--- config.mk ---
export PLATFORM = sky130hd
export DESIGN_NAME = wdog_timer
export DESIGN_NICKNAME = d
export VERILOG_FILES = /design/src/rtl/wdog_timer.sv
export SDC_FILE = /design/constraint.sdc
export NUM_CORES = 1
export LEC_CHECK = 0
export ABC_AREA = 1
export BUFFER_PORTS_ARGS = -buffer_cell sky130_fd_sc_hd__clkbuf_2
export CORE_AREA = 2 2 93 95
export CTS_BUF_LIST = sky130_fd_sc_hd__clkbuf_2
export CTS_CLUSTER_DIAMETER = 100
export DETAILED_ROUTE_END_ITERATION = 16
export DIE_AREA = 0 0 95 97
export GPL_ROUTABILITY_DRIVEN = 0
export PLACE_DENSITY = 0.8
export REMOVE_ABC_BUFFERS = 1
export SYNTH_ARGS = -nofsm -noshare
export SYNTH_HDL_FRONTEND = slang
export SYNTH_SLANG_ARGS = --single-unit
--- constraint.sdc ---
create_clock -name clk -period 4.9 [get_ports clk]
set_clock_uncertainty 0.05 [all_clocks]
set_input_delay 0.98 -clock clk [delete_from_list [all_inputs] [get_ports clk]]
set_output_delay 0.98 -clock clk [all_outputs]
set_load 0.1 [all_outputs]
--- src/rtl/wdog_timer.sv ---
module wdog_timer #(
  parameter int CNT_W      = 32,
  parameter int COMMIT_DLY = 3,
  parameter int ADDR_W     = 8
) (
  input  logic              clk,
  input  logic              rst_n,
  input  logic              por_n,
  input  logic [ADDR_W-1:0] bus_addr,
  input  logic              bus_we,
  input  logic [31:0]       bus_wdata,
  output logic [31:0]       bus_rdata,
  output logic              irq_o,
  output logic              nmi_o,
  output logic              chip_rst_req_o
);
  localparam int PW = $clog2(COMMIT_DLY + 1);
  localparam logic [ADDR_W-1:0] CTRL_OFS = ADDR_W'(0);
  localparam logic [ADDR_W-1:0] TMR_OFS  = ADDR_W'(4);
  localparam logic [PW-1:0]     DLY_LD   = PW'(COMMIT_DLY);
  localparam logic [PW-1:0]     DLY_ONE  = PW'(1);

  logic             sys_rst_n;
  logic [1:0]       act_q;
  logic [CNT_W-1:0] cnt_q;
  logic [CNT_W-1:0] pend_q;
  logic [PW-1:0]    pcnt_q;
  logic             fired_q;
  logic             wd_flag_q;
  logic             ctrl_we, tmr_we, commit, expire;

  assign sys_rst_n = rst_n & por_n;
  assign ctrl_we   = bus_we && (bus_addr == CTRL_OFS);
  assign tmr_we    = bus_we && (bus_addr == TMR_OFS);
  assign commit    = (pcnt_q == DLY_ONE) && !tmr_we;
  assign expire    = (act_q != 2'd0) && (cnt_q == '0) && !fired_q && !commit;

  always_ff @(posedge clk or negedge sys_rst_n)
    if (!sys_rst_n)   act_q <= 2'd0;
    else if (ctrl_we) act_q <= bus_wdata[1:0];

  always_ff @(posedge clk or negedge sys_rst_n)
    if (!sys_rst_n) begin
      pend_q <= '0;
      pcnt_q <= '0;
    end else if (tmr_we) begin
      pend_q <= bus_wdata[CNT_W-1:0];
      pcnt_q <= DLY_LD;
    end else if (pcnt_q != '0) begin
      pcnt_q <= pcnt_q - DLY_ONE;
    end

  always_ff @(posedge clk or negedge sys_rst_n)
    if (!sys_rst_n) begin
      cnt_q   <= '0;
      fired_q <= 1'b0;
    end else if (commit) begin
      cnt_q   <= pend_q;
      fired_q <= 1'b0;
    end else begin
      if (act_q != 2'd0 && cnt_q != '0) cnt_q <= cnt_q - 1'b1;
      if (expire) fired_q <= 1'b1;
    end

  always_ff @(posedge clk or negedge sys_rst_n)
    if (!sys_rst_n) begin
      irq_o          <= 1'b0;
      nmi_o          <= 1'b0;
      chip_rst_req_o <= 1'b0;
    end else begin
      irq_o          <= expire && act_q == 2'd1;
      nmi_o          <= expire && act_q == 2'd2;
      chip_rst_req_o <= expire && act_q == 2'd3;
    end

  always_ff @(posedge clk or negedge por_n)
    if (!por_n)                         wd_flag_q <= 1'b0;
    else if (expire && act_q == 2'd3)   wd_flag_q <= 1'b1;

  always_comb
    case (bus_addr)
      CTRL_OFS: bus_rdata = {wd_flag_q, 29'd0, act_q};
      TMR_OFS:  bus_rdata = 32'(cnt_q);
      default:  bus_rdata = 32'd0;
    endcase

  // at most one output at a time, and never two cycles in a row
  a_r6_onehot: assert property (@(posedge clk) disable iff (!sys_rst_n)
    $onehot0({irq_o, nmi_o, chip_rst_req_o}));
  a_r6_one_cycle: assert property (@(posedge clk) disable iff (!sys_rst_n)
    (irq_o || nmi_o || chip_rst_req_o) |=> !(irq_o || nmi_o || chip_rst_req_o));

  // a commit loads the value held while pending
  a_r3_commit: assert property (@(posedge clk) disable iff (!sys_rst_n)
    (pcnt_q == DLY_ONE && !tmr_we) |=> cnt_q == $past(pend_q));

  // count holds when idle and steps down by one when armed
  a_r4_hold: assert property (@(posedge clk) disable iff (!sys_rst_n)
    (act_q == 2'd0 && pcnt_q != DLY_ONE) |=> $stable(cnt_q));
  a_r5_step: assert property (@(posedge clk) disable iff (!sys_rst_n)
    (act_q != 2'd0 && cnt_q != '0 && pcnt_q != DLY_ONE) |=> cnt_q == $past(cnt_q) - 1'b1);

  // no output follows a cycle with the action field at zero
  a_r9_idle_quiet: assert property (@(posedge clk) disable iff (!sys_rst_n)
    (act_q == 2'd0) |=> !(irq_o || nmi_o || chip_rst_req_o));

  // flag accompanies a reset request and stays until power-on reset
  a_r8_flag_set: assert property (@(posedge clk) disable iff (!sys_rst_n)
    chip_rst_req_o |-> wd_flag_q);
  a_r8_flag_sticky: assert property (@(posedge clk) disable iff (!por_n)
    wd_flag_q |=> wd_flag_q);
endmodule

After elaboration in Yosys (flattened, before gate mapping)

Cells that the tools add are included.

Input bits: 44
Output and inout port bits: 35
Word-level logic and storage cells: 45
Register bits: 73

Mux-type cells: 7
Equal/unequal tests: 5
Reduce and logical (&&, ||, !) cells: 21
Bitwise operators: 1
$add $sub $neg: 2

Operators with widths:

| kind                  | number |
|---|---|
| $mux 32               | 2 |
| $pmux 32 s2           | 1 |
| $logic_not 32->1      | 1 |
| $reduce_bool 32->1    | 1 |
| $sub 32x1->32 const B | 1 |
| $logic_and 1x1->1     | 10 |
| $reduce_bool 2->1     | 5 |
| $eq 8x3->1 const B    | 1 |
| $logic_not 8->1       | 1 |
| $eq 2x1->1 const B    | 2 |
| $eq 2x2->1 const B    | 2 |
| $mux 2                | 2 |
| $logic_not 1->1       | 3 |
| $mux 1                | 2 |
| $sub 2x1->2 const B   | 1 |
| $and 1x1->1           | 1 |

Longest topological paths before layout

Depth in word-level cells: 8
Mapped depth: 12
Mapped depth without buffers: 11

Least setup slack after synthesis

Ideal clock, no wire load.

Kind: input to output
Start point: input bus_addr[4]
End point: output bus_rdata[1]
Stages on the path: 6
Arrival time: 3.109 ns
Path slack: 0.761 ns
Buffers on the path: 1
Required time: 3.870 ns
Path through: inv_1 > nand2_1 > nor2_2 > nand4_1 > clkbuf_1 > o22ai_1

Longest elaborated chain between the ends: 2
Elaborated cells between the ends (all ways): 3
Classes of those cells: eq/ne: 1; mux: 1; reduce/logical: 1

Ends and longest elaborated chain:

| element                                              | RTL line | text |
|---|---|---|
| from (decl)                                          | 9        | `input logic [ADDR_W-1:0] bus_addr,` |
| $eq 8x3->1 / $logic_not 8->1 (equally long branches) | 81       | `case (bus_addr)` |
| $pmux 32 s2 *                                        | 81       |  |
| to (decl)                                            | 12       | `output logic [31:0] bus_rdata,` |

Mark *: on every way between the ends. The rest lies on a longest branch, timed or not.

Final worst setup path

Start point: input bus_addr[4]
End point: output bus_rdata[26]

The elaborated chain is that of the path after synthesis.

==> impl_metrics.csv <==
group,metric,value,unit
worst_setup_path,path_common_cell,"clkbuf_2",
yosys,synth.lib_cells_used.distinct,27,
worst_setup_path,startpoint_type,"primary input",
finish,final_cells,832,
placement,dpl_cell_area,4838,µm²
floorplanning,die-area,9215,µm²
worst_setup_path,critPathBufInv,4,
power,powerDensity,508.4,nW/µm²
grt,grt_first_pass_wirelength,18.66,mm
worst_setup_path,cp.required,3.87,ns
clock_tree,cts_tree,"done",
worst_setup_path,r2r_cells,6,
floorplanning,die_x,95,µm
drt,dr_total_vias,4397,
sta,finalCriticalPeriod,3.905,ns
grt,grt_util_all_layers,25.54,%
finish,design_area,4995,µm²
grt,grt_pass1_vias,4082,
worst_setup_path,crit_chain,"clkbuf_2, inv_1, nand2_1, nor2_2, nand4_1, buf_4, nor2_1, clkbuf_2",
finish,final_nets,769,
yosys,synthTopCellsByArea,"dfrtp_1 (41%), nand2_1 (19%), nor2_1 (10%)",
floorplanning,core_area,8134,µm²
drt,drc,0,
worst_hold_path,hold_path.class,"in2async",
floorplanning,initial_core_util,54.27,%
sta,setup_tns,0,ns
power,p_total,2.539,mW
yosys,syn_area,4414,µm²
sta,relSlewSlack,44.92,%
run_status,status,"complete, no violations",
clock_tree,clk_pin_slew_worst_paths,0.19,ns
worst_setup_path,worstPathArrival,2.87,ns
drt,drtPass1Iterations,5,
drt,drt-total-wl,11.20,mm
worst_setup_path,path_delay_family,"buffers and inverters",
worst_setup_path,crit_path_end_kind,"output pin",
clock_tree,cts-root-buf,"clkbuf_2",
floorplanning,die_height,97,µm
clock_tree,cts_hold_buf,0,
sta,slew_violations,0,
grt,antenna_found_initial,0,
power,vdd_drop_max,0.2903,mV
clock_tree,cts.sinks,73,
sta,hold_viol,0,
power,p_leak,2.752,nW
finish,layout_commonest_cell,"nand2_1",
placement,io_buffers,78,
yosys,synthCells,650,
drt,drt_first_iter_violations,308,
placement,dp_hpwl,8.076,mm
worst_setup_path,worstSetupPathType,"in2out",
clock_tree,cts_resized,0,
worst_setup_path,crit_slowest_cell,"nand4_1",
clock_tree,htreeDepth,3,
finish,drive_gt1_share,18.02,%
sta,rsz0062_at_grt,"false",
worst_setup_path,reg2reg_from,"pcnt_q[0]",
worst_setup_path,crit_path_max_incr_delay,0.51,ns
drt,ant_nets,0,
finish,fillers,756,
run,maxCapViolations,0,
finish,final_cell_mix,"nand2_1 (229), nor2_1 (119), clkbuf_2 (88), dfrtp_1 (73), inv_1 (66)",
clock_tree,cts-buffers-inserted,9,
grt,grt_max_degree,43,
clock_tree,cts_setup_buffers,0,
worst_setup_path,reg2reg_to,"cnt_q[3]",
sta,fmax,256.1,MHz
yosys,seq_area_frac_synth,41.38,%
floorplanning,rows,33,
grt,grt_overflow_total,0,
worst_setup_path,critPathMaxFanout,22,
yosys,yosysWarnings,0,
sta,fin_crit_sh,79.69,%
yosys,post-synth-top-area-cell,"dfrtp_1",
finish,area_growth,13.15,%
yosys,syn_area_per_cell,6.791,µm²
sta,setup_viol,0,
worst_setup_path,r2r_slack,2.11,ns
clock_tree,clk_latency,0.56,ns
placement,place_ws,1.027,ns
placement,dp.cells,816,
yosys,synth_top_area_share,41.38,%
drt,wl_per_cell,13.46,µm
yosys,ys_ff_latch,73,
sta,worst_slew_pin_slew,0.8253,ns
clock_tree,clk_path_buf_depth,2,
floorplanning,ioPinCount,79,
sta,worst_slack,0.9953,ns
finish,antennaDiodeCount,0,
drt,routed_via_density,5.285,
## kinds of logic (layout without fill, tap and decap cells)
group / Yosys count / count (layout) / synth area share (%)
AOI/OAI and AO/OA: 52 / 52 / 7.257
adders and majority gates: 3 / 3 / 0.8504
DFF: 73 / 73 / 41.38
buffers and inverters: 90 / 167 / 8.759
xor gates and xnor gates: 6 / 6 / 1.190
and+or+nand+nor: 426 / 426 / 40.56
## layout make-up
cell class	count	area (µm²)	share of cell area (%)
multi-input combinational	487	2201	44.06
tap	105	131.4	2.630
inverter	69	259.0	5.185
clock buffer	10	50.05	1.002
clock inverter	6	106.4	2.129
sequential	73	1827	36.57
timing repair buffer	82	420.4	8.417
## state kept, by name, indices dropped and copies added, names as in the netlist
| register | count |
|---|---|
| act_q | 2 |
| nmi_o | 1 |
| pcnt_q | 2 |
| wd_flag_q | 1 |
| irq_o | 1 |
| pend_q | 32 |
| cnt_q | 32 |
| fired_q | 1 |
| chip_rst_req_o | 1 |
## metal layers
layer	wire length, µm	GRT usage [%]	share of wire (%)	vias up
li1	-	-	-	2158
met1	4873	34.46	44	2034
met2	5239	40.70	47	177
met3	829	5.919	7.4	28
met4	253	7.804	2.3	0
met5	0	0	0	-
## metrics by stage
stage | hold WS (ns) | utilization, %
floorplan | 0.3588 | -
global placement | 0.3781 | 59.48
detailed placement | 0.3807 | 59.48
CTS | 0.09690 | 61.41
global route | 0.06977 | 61.41
finish | 0.1171 | 61.41
## worst max-delay path by stage
stage,start,endpoint,cells after the start
finish,bus_addr[4],bus_rdata[26],8
global route,bus_addr[5],bus_rdata[14],8
CTS,bus_addr[4],bus_rdata[26],8
detailed placement,bus_addr[4],bus_rdata[26],8
global placement,bus_addr[4],bus_rdata[29],8
floorplan,bus_addr[4],bus_rdata[0],5
## synth_stat cells, drive strengths merged
master,number
nand2,234
nor2,129
dfrtp,73
inv,69
nand3,47
o21ai,43
buf,14
nand4,13
clkbuf,7
a21oi,6
xor2,5
ha,3
nor3,3
o22ai,3
xnor2,1
## power breakdown
part | switching, mW | internal (mW)
sequential | 0.143 | 0.727
clock | 0.219 | 0.220
combinational | 0.859 | 0.371
(Power assumes the default switching activity.)
